[config.mk]
export PLATFORM = sky130hd
export DESIGN_NAME = ext_irq_detect
export DESIGN_NICKNAME = d
export VERILOG_FILES = /design/src/rtl/eid_pkg.sv /design/src/rtl/eid_sync.sv /design/src/rtl/eid_filter.sv /design/src/rtl/eid_detect.sv /design/src/rtl/ext_irq_detect.sv
export SDC_FILE = /design/constraint.sdc
export NUM_CORES = 1
export LEC_CHECK = 0
export ABC_AREA = 1
export BUFFER_PORTS_ARGS = -buffer_cell sky130_fd_sc_hd__clkbuf_2
export CORE_AREA = 5 5 73 75
export CTS_CLUSTER_DIAMETER = 100
export DETAILED_ROUTE_END_ITERATION = 16
export DIE_AREA = 0 0 78 80
export HOLD_SLACK_MARGIN = 0.03
export PLACE_DENSITY = 0.65
export SYNTH_ARGS = -nofsm -noshare
export SYNTH_HDL_FRONTEND = slang
export SYNTH_SLANG_ARGS = --single-unit
export TNS_END_PERCENT = 1
[constraint.sdc]
create_clock -name clk -period 3.1 [get_ports clk]
set_input_delay 0.465 -clock clk [delete_from_list [all_inputs] [get_ports clk]]
set_output_delay 0.465 -clock clk [all_outputs]
set_load 0.01 [all_outputs]
[src/rtl/eid_pkg.sv]
// Shared definitions for the external interrupt pin conditioner.
// Assumes a 4-bit field per pin; bit positions inside a field are fixed.
package eid_pkg;
    typedef enum logic [1:0] {
        DET_FALL  = 2'd0,
        DET_RISE  = 2'd1,
        DET_BOTH  = 2'd2,
        DET_LEVEL = 2'd3
    } det_mode_e;

    localparam int FIELD_W  = 4;
    localparam int POS_FILT = 3;   // filter enable (active low) / level polarity
    localparam int POS_MODE = 1;   // two-bit detection mode
    localparam int POS_TAG  = 0;   // stored only
endpackage

[src/rtl/eid_sync.sv]
// Multi-flop synchronizer for one asynchronous pin.
// Assumes STAGES >= 2; resets every stage to 0.
module eid_sync #(
    parameter int STAGES = 2
) (
    input  logic clk,
    input  logic rst_n,
    input  logic d,
    output logic q
);
    logic [STAGES-1:0] sh_q;

    // Shift the pin sample through the synchronizer chain.
    always_ff @(posedge clk) begin
        if (!rst_n) sh_q <= '0;
        else        sh_q <= {sh_q[STAGES-2:0], d};
    end

    assign q = sh_q[STAGES-1];
endmodule

[src/rtl/eid_filter.sv]
// Glitch filter: the held value follows the input only after DEPTH
// consecutive differing samples. While primed is low the held value tracks
// the input directly so it starts from a real sample. When enable is low
// the input is passed straight through, but the held value keeps tracking.
module eid_filter #(
    parameter int DEPTH = 4
) (
    input  logic clk,
    input  logic rst_n,
    input  logic primed,
    input  logic enable,
    input  logic d,
    output logic q
);
    localparam int CW = (DEPTH > 2) ? $clog2(DEPTH) : 1;
    localparam logic [CW-1:0] LIM = CW'(DEPTH - 1);

    logic          filt_q;
    logic [CW-1:0] cnt_q;

    // Count consecutive samples that differ from the held value; accept on the last.
    always_ff @(posedge clk) begin
        if (!rst_n) begin
            filt_q <= 1'b0;
            cnt_q  <= '0;
        end else if (!primed) begin
            filt_q <= d;
            cnt_q  <= '0;
        end else if (d == filt_q) begin
            cnt_q  <= '0;
        end else if (cnt_q == LIM) begin
            filt_q <= d;
            cnt_q  <= '0;
        end else begin
            cnt_q  <= cnt_q + CW'(1);
        end
    end

    assign q = enable ? filt_q : d;


    filt_hold_chk: assert property (@(posedge clk) disable iff (!rst_n)
        (primed && cnt_q != LIM) |=> $stable(filt_q));

    filt_accept_chk: assert property (@(posedge clk) disable iff (!rst_n)
        (primed && d != filt_q && cnt_q == LIM) |=> (filt_q == $past(d)));
endmodule

[src/rtl/eid_detect.sv]
// Per-pin detector: edge strobes from the current and previous conditioned
// value, or a held level compared with the polarity bit.
// Assumes armed is high only once prev_q holds a real sample.
module eid_detect
    import eid_pkg::*;
(
    input  logic      clk,
    input  logic      rst_n,
    input  logic      armed,
    input  det_mode_e mode,
    input  logic      pol,
    input  logic      sig,
    output logic      req
);
    logic prev_q;
    logic hit;

    // Keep one cycle of history of the conditioned pin.
    always_ff @(posedge clk) begin
        if (!rst_n) prev_q <= 1'b0;
        else        prev_q <= sig;
    end

    // Select the event that matches the configured mode.
    always_comb begin
        unique case (mode)
            DET_FALL:  hit = prev_q & ~sig;
            DET_RISE:  hit = ~prev_q & sig;
            DET_BOTH:  hit = prev_q ^ sig;
            default:   hit = (sig == pol);
        endcase
    end

    assign req = armed & hit;


    fall_real_chk: assert property (@(posedge clk) disable iff (!rst_n)
        (mode == DET_FALL && req) |-> ($past(sig) && !sig));

    rise_real_chk: assert property (@(posedge clk) disable iff (!rst_n)
        (mode == DET_RISE && req) |-> (!$past(sig) && sig));
endmodule

[src/rtl/ext_irq_detect.sv]
// External interrupt pin conditioner top level. Holds the configuration word,
// runs a warm-up counter after reset, and builds one synchronizer, filter
// and detector per pin. Assumes cfg_wr is synchronous to clk.
module ext_irq_detect
    import eid_pkg::*;
#(
    parameter int NUM_PINS    = 4,
    parameter int SYNC_STAGES = 2,
    parameter int FILT_DEPTH  = 4,
    parameter logic [NUM_PINS*FIELD_W-1:0] CFG_RESET = '0,
    localparam int CFG_W = NUM_PINS * FIELD_W
) (
    input  logic                clk,
    input  logic                rst_n,
    input  logic                cfg_wr,
    input  logic [CFG_W-1:0]    cfg_wdata,
    output logic [CFG_W-1:0]    cfg_rdata,
    input  logic [NUM_PINS-1:0] pin_in,
    output logic [NUM_PINS-1:0] req_out
);
    localparam int WARM_AT = SYNC_STAGES + 1;
    localparam int WCW     = $clog2(WARM_AT + 1);
    localparam logic [WCW-1:0] WARM_LIM = WCW'(WARM_AT);

    logic [CFG_W-1:0] cfg_q;
    logic [WCW-1:0]   warm_q;
    logic             primed;
    logic             armed_q;

    // Store the configuration word on a write strobe.
    always_ff @(posedge clk) begin
        if (!rst_n)      cfg_q <= CFG_RESET;
        else if (cfg_wr) cfg_q <= cfg_wdata;
    end

    assign cfg_rdata = cfg_q;

    // Count cycles after reset until the synchronizers hold real samples.
    always_ff @(posedge clk) begin
        if (!rst_n)                warm_q <= '0;
        else if (warm_q != WARM_LIM) warm_q <= warm_q + WCW'(1);
    end

    assign primed = (warm_q == WARM_LIM);

    // Arm the detectors one cycle later, once their history is loaded.
    always_ff @(posedge clk) begin
        if (!rst_n) armed_q <= 1'b0;
        else        armed_q <= primed;
    end

    for (genvar i = 0; i < NUM_PINS; i++) begin : g_pin
        logic      sync_s;
        logic      cond_s;
        logic      pol_s;
        logic      filt_en_s;
        det_mode_e mode_s;

        assign pol_s     = cfg_q[i*FIELD_W + POS_FILT];
        assign mode_s    = det_mode_e'(cfg_q[i*FIELD_W + POS_MODE +: 2]);
        assign filt_en_s = (mode_s == DET_LEVEL) | ~pol_s;

        eid_sync #(.STAGES(SYNC_STAGES)) u_sync (
            .clk   (clk),
            .rst_n (rst_n),
            .d     (pin_in[i]),
            .q     (sync_s)
        );

        eid_filter #(.DEPTH(FILT_DEPTH)) u_filt (
            .clk    (clk),
            .rst_n  (rst_n),
            .primed (primed),
            .enable (filt_en_s),
            .d      (sync_s),
            .q      (cond_s)
        );

        eid_detect u_det (
            .clk   (clk),
            .rst_n (rst_n),
            .armed (armed_q),
            .mode  (mode_s),
            .pol   (pol_s),
            .sig   (cond_s),
            .req   (req_out[i])
        );


        rise_single_chk: assert property (@(posedge clk) disable iff (!rst_n)
            (!cfg_wr && mode_s == DET_RISE && req_out[i]) |=> !req_out[i]);
    end


    cfg_readback_chk: assert property (@(posedge clk) disable iff (!rst_n)
        cfg_wr |=> (cfg_rdata == $past(cfg_wdata)));

    quiet_warmup_chk: assert property (@(posedge clk) disable iff (!rst_n)
        !armed_q |-> (req_out == '0));
endmodule

# ---- Word-level counts from Yosys, hierarchy flattened
# Cells that the tools add are included.
dict set report classes {
  addsub 5
  eq_ne 34
  muxes 20
  bitwise_logic 34
  n_reduce_logical 12
}
# operator count
set op_table {}
lappend op_table {{$eq A2 B2 Y1 const B} 13}
lappend op_table {{$mux W1} 16}
lappend op_table {{$reduce_or A4 Y1} 4}
lappend op_table {{$not A1 Y1} 14}
lappend op_table {{$and A1 B1 Y1} 12}
lappend op_table {{$ne A2 B2 Y1 const B} 6}
lappend op_table {{$pmux W1 S3} 4}
lappend op_table {{$add A2 B1 Y2 const B} 5}
lappend op_table {{$eq A1 B1 Y1} 8}
lappend op_table {{$eq A2 B1 Y1 const B} 4}
lappend op_table {{$logic_not A2 Y1} 4}
lappend op_table {{$reduce_and A2 Y1} 4}
lappend op_table {{$ne A2 B1 Y1 const B} 3}
lappend op_table {{$or A1 B1 Y1} 4}
lappend op_table {{$xor A1 B1 Y1} 4}
dict set report word_totals {
  register_bits 43
  wordCells 124
}

# ---- Depth between registers and ports, before layout
dict set report logic_depth {
  depth_word 7
  depth_mapped 12
  mapped_depth_nobuf 11
}

# ---- By module
# Synthesis repeated with hierarchy kept, for this count alone.
dict set report unflattened {
  hier_cells 314
  hier_area_um2 2110.8
}
# mod instances cells_per_inst area_each_um2 seq_area_each_um2
set modules_own_cells {}
lappend modules_own_cells {ext_irq_detect 1 126 829.5 380.4}
lappend modules_own_cells {eid_filter 4 23 150.1 60.1}
lappend modules_own_cells {eid_detect 4 18 115.1 20.0}
lappend modules_own_cells {eid_sync 4 6 55.1 40.0}

# ---- Least setup slack after synthesis
# No wires, ideal clock.
dict set report synth_timing {
  path_type {register -> output}
  startpoint {reg cfg_q[10] (netlist: cfg_rdata[10])}
  endpoint {out req_out[2]}
  arrival_time_ns 1.444
  t_required_ns 2.635
  setup_slack_ns 1.191
  path_stages_with_launch 13
  n_path_buf 1
  cell_sequence {dfxtp_1 > nand2_1 > nand2_1 > nand2_1 > o21ai_1 > inv_1 > ha_1 > inv_1 > nand2_1 > nand3_1 > nor2_1 > nor2_1 > buf_4}
}
dict set report synth_via {
  elab_chain_cells 7
  word_cells_on_any_way 13
  classes_between {eq/ne (4); mux (2); bitwise (6); reduce/logical (1)}
}
# item line
set synth_rtl {}
lappend synth_rtl {{start, declared} ext_irq_detect.sv:25} ;# logic [CFG_W-1:0] cfg_q;
lappend synth_rtl {{start signal, assigned} ext_irq_detect.sv:33} ;# else if (cfg_wr) cfg_q <= cfg_wdata;
lappend synth_rtl {{$eq A2 B2 Y1 *} ext_irq_detect.sv:61} ;# assign filt_en_s = (mode_s == DET_LEVEL) | ~pol_s;
lappend synth_rtl {{$or A1 B1 Y1 *} ext_irq_detect.sv:61}
lappend synth_rtl {{$mux W1 *} eid_filter.sv:39} ;# assign q = enable ? filt_q : d;
lappend synth_rtl {{named net g_pin[2].cond_s} ext_irq_detect.sv:54} ;# logic cond_s;
lappend synth_rtl {{$not A1 Y1} eid_detect.sv:27} ;# DET_FALL: hit = prev_q & ~sig;
lappend synth_rtl {{$and A1 B1 Y1} eid_detect.sv:27}
lappend synth_rtl {{$pmux W1 S3 *} eid_detect.sv:26} ;# unique case (mode)
lappend synth_rtl {{$and A1 B1 Y1 *} eid_detect.sv:34} ;# assign req = armed & hit;
lappend synth_rtl {{end, declared} ext_irq_detect.sv:19} ;# output logic [NUM_PINS-1:0] req_out
# Mark *: on every way through the listed nets, which the timed path passes. The rest lies on a longest branch.

# ---- Worst setup path in the final report
dict set report layout_timing {
  startpoint {reg cfg_q[1] (netlist: cfg_rdata[1])}
  endpoint {out req_out[0]}
}
dict set report layout_via {
  elab_chain_cells 7
  word_cells_on_any_way 13
  classes_between {eq/ne (4); mux (2); bitwise (6); reduce/logical (1)}
}
# item line
set layout_rtl {}
lappend layout_rtl {{$eq A2 B2 Y1 *} ext_irq_detect.sv:61}
lappend layout_rtl {{$or A1 B1 Y1 *} ext_irq_detect.sv:61}
lappend layout_rtl {{$mux W1 *} eid_filter.sv:39}
lappend layout_rtl {{named net g_pin[0].cond_s} ext_irq_detect.sv:54}
lappend layout_rtl {{$not A1 Y1} eid_detect.sv:27}
lappend layout_rtl {{$and A1 B1 Y1} eid_detect.sv:27}
lappend layout_rtl {{$pmux W1 S3 *} eid_detect.sv:26}
lappend layout_rtl {{$and A1 B1 Y1 *} eid_detect.sv:34}
# Marks and branches as above.

==> reports/results.md <==
| Metric | Value |
|---|---|
| Post-CTS setup buffer count | 0 |
| Drt first pass iters | 4 |
| I/O pin count | 43 |
| Power density of the placed cells | 506.3 mW/mm2 |
| Number of vias in the routed layout | 1634 |
| Post-Synthesis Net Count | 315 |
| Fraction of post-synthesis cell area in the top cell type by area | 42.68% |
| Starting density of the core | 43.86% |
| Number of clock sinks seen by CTS | 43 |
| Cts repair resizes | 0 |
| Relative area change from synthesis to final layout | 11.48% |
| Max-slew violation total from the final report | 0 |
| Num CTS Buffers | 5 |
| Clock-pin slew reported for the worst setup and hold paths after clock tree synthesis | 0.08 ns |
| Worst voltage drop across the vdd grid | 0.4005 mV |
| Critical Path Source Type | flip-flop |
| Skew final | 0.005823 ns |
| Cells traversed along the worst timing path | nand2_1, nand2_1, nand2_1, o21ai_1, inv_1, ha_1, inv_1, nand2_1, nand3_1, nor2_1, nor2_1, clkbuf_2 |
| Outcome | complete, no violations |
| Largest delay contributor family on the critical path | simple AND/OR/NAND/NOR gates |
| Dominant cells by area after synthesis | sky130_fd_sc_hd__dfxtp_1, sky130_fd_sc_hd__inv_1, sky130_fd_sc_hd__nand2_1, sky130_fd_sc_hd__ha_1, sky130_fd_sc_hd__nor2_1 |
| Transition time at the pin with the least slew margin | 0.6273 ns |
| Final setup fails | 0 |
| Share of async-settable or async-resettable flops after synthesis | 0% |
| CTS H-tree depth | 2 |
| Worst setup EP type | output pin |
| DRC errors left | 0 |
| # nets final | 350 |
| Final number of hold-violating endpoints | 0 |
| Primary flip-flop cell chosen by synthesis mapping | sky130_fd_sc_hd__dfxtp_1 |
| Netlist area before placement | 0.002017 mm2 |
| Worst setup slack before clock tree synthesis | 1.099 ns |
| Yosys synthesis warning count | 0 |
| Count of flip-flops with a built-in enable after synthesis | 0 |
| CTS Hold Buffers Added | 0 |
| Initial DRC Count | 113 |
| Most repeated cell in the gate-level netlist after synthesis | sky130_fd_sc_hd__inv_1 |
| Placer Congestion | 0.7266 |
| CP bufs+invs | 3 |
| Ant diodes | 0 |
| Worst path max stage delay | 0.37 ns |
| List of most frequent post-synthesis cells | sky130_fd_sc_hd__inv_1, sky130_fd_sc_hd__nand2_1, sky130_fd_sc_hd__dfxtp_1, sky130_fd_sc_hd__nor2_1, sky130_fd_sc_hd__a21oi_1 |
| # Max-Cap Violations | 0 |
| Critical path's most frequent cell | sky130_fd_sc_hd__nand2_1 |
| Antenna-violating nets left | 0 |
| Max Fclk | 0.4330 GHz |
| Clock tree root buffer cell | sky130_fd_sc_hd__clkbuf_8 |
| Unrepaired setup endpoints after global routing | false |
| Std-Cell Core Area | 0.004598 mm2 |
| Hold Path Class | input port to flip-flop |
| Buffers from clock root to sink, at most | 2 |
| Cell leakage power | 1.206 nW |
| Post-route worst setup slack | 0.7908 ns |
| Overall fraction of global-route tracks in use | 12.65% |
| Ratio of cells with drive above 1 in the final layout | 16.51% |
| Sequential share of the synthesized area | 42.68% |
| Count of buffers from port buffering | 42 |
| HPWL Detailed | 2621 um |
| Antenna violations before repair | 0 |
| Die X | 78 um |
| Worst-skew pair later-pin latency | 0.28 ns |
| Distinct cell type count of the synthesized netlist | 17 |
| Arrival time of the worst setup path | 1.84 ns |
| WL/cell | 9.767 um |
| Critical-path maximum fanout | 4 |
| Wire length after detailed routing | 3604 um |
| Die Height | 80 um |
| Die outline area | 0.006240 mm2 |
| Slew Limit Headroom | 58.18% |
| WP data required | 2.63 ns |
| Number of register bits inferred by synthesis | 43 |
| Wire length of the first global-routing pass | 6437 um |
| Total negative setup slack | 0 ns |
| TritonCTS clock tree | yes |
| Count of standard-cell rows | 25 |
| Pin count of the biggest net entering global routing | 32 |
| Period utilisation layout | 74.49% |
| Mean area per synthesized cell | 7.229 um2 |
| GRT overflow | 0 |
| Largest area contributor in the synthesized netlist | sky130_fd_sc_hd__dfxtp_1 |
| Number of global-route vias before repair | 1484 |
| Cells after Synth | 279 |
| Period minus WS final | 2.309 ns |
| Ratio of routed vias to standard cells | 4.428 |
| Type of the setup path with the least slack | flip-flop to output pin |
| Library cell contributing the largest single delay on the critical path | sky130_fd_sc_hd__dfxtp_1 |
==> tightest hold or removal path: stages <==
cell and delay, ns:
sky130_fd_sc_hd__clkbuf_2 0.07, sky130_fd_sc_hd__nand2_1 0.04, sky130_fd_sc_hd__inv_1 0.04
==> sequential cells by signal (all words and copies together), names as in the netlist <==
| name | count |
|---|---|
| g_pin.u_sync.sh_q | 8 |
| g_pin.u_filt.cnt_q | 8 |
| armed_q | 1 |
| g_pin.u_filt.filt_q | 4 |
| warm_q | 2 |
| cfg_rdata | 16 |
| g_pin.u_det.prev_q | 4 |
==> where the power goes <==
part           total [mW]  internal, mW  leakage (nW)  switching, mW
clock               0.336         0.158        0.0422          0.178
sequential          0.622         0.591         0.354         0.0302
combinational       0.181        0.0743         0.810          0.107
==> per-stage QoR <==
stage	power [mW]	utilization [%]	instances	hold WS, ns	area (um2)
floorplan	0.7735	-	279	0.3905	2017
global placement	0.8118	47.13	361	0.3943	2167
detailed placement	0.8164	47.13	361	0.4040	2167
CTS	1.154	48.90	369	0.3438	2248
global route	1.215	48.90	369	0.3471	2248
finish	1.138	48.90	369	0.3558	2248
==> per-layer routing <==
metal	share of wire, %	vias to the layer above	GRT usage, %
met3	5.8	5	3.047
met4	1.6	0	5.574
li1	-	907	-
met2	41	37	19.87
met1	51	685	16.41
met5	0	-	0
==> path summary, 6_finish.rpt <==
path / slack (ns) / startpoint / cells past startpoint / end
setup / recovery: 0.79 / cfg_rdata[1]$_SDFFE_PN0P_ / 12 / req_out[0]
hold / removal: 0.36 / pin_in[3] / 3 / g_pin[3].u_sync.sh_q[0]$_SDFF_PN0_
setup reg to reg: 1.86 / warm_q[0]$_SDFFE_PN0N_ / 5 / g_pin[2].u_filt.cnt_q[1]$_SDFF_PP0_
hold reg to reg: 0.42 / g_pin[0].u_filt.cnt_q[0]$_SDFF_PP0_ / 1 / g_pin[0].u_filt.cnt_q[0]$_SDFF_PP0_
==> cells by family (layout without fill, tap and decap cells) <==
kind of cell               after synthesis  after routing  synth area share (%)
AOI/OAI and AO/OA                       44             44                 11.29
xor gates and xnor gates                 1              1                0.4343
adders and majority gates               13             13                 8.065
buffers and inverters                   71            107                 16.94
DFF                                     43             43                 42.68
and+or+nand+nor                        107            107                 20.60
==> cell usage in the layout, fill, tap and decap left out, types with 2 or more instances in the layout <==
cell type	n
sky130_fd_sc_hd__nor2_1	43
sky130_fd_sc_hd__inv_2	2
sky130_fd_sc_hd__o21ai_2	2
sky130_fd_sc_hd__clkbuf_1	2
sky130_fd_sc_hd__o21ai_0	15
sky130_fd_sc_hd__nand2_1	54
sky130_fd_sc_hd__ha_1	13
sky130_fd_sc_hd__nand3_1	9
sky130_fd_sc_hd__dfxtp_1	43
sky130_fd_sc_hd__a21oi_1	20
sky130_fd_sc_hd__o21ai_1	7
sky130_fd_sc_hd__clkbuf_2	42
sky130_fd_sc_hd__clkbuf_8	5
sky130_fd_sc_hd__inv_1	55
==> layout make-up <==
cell class	instances	area, um2
clock buffer	7	76.32
multi-input combinational	165	814.5
inverter	57	214.0
clock inverter	1	5.005
tap	54	67.56
timing repair buffer	42	210.2
sequential	43	860.8
fill	482	2350
No activity file was read; power rests on OpenSTA's default activity.
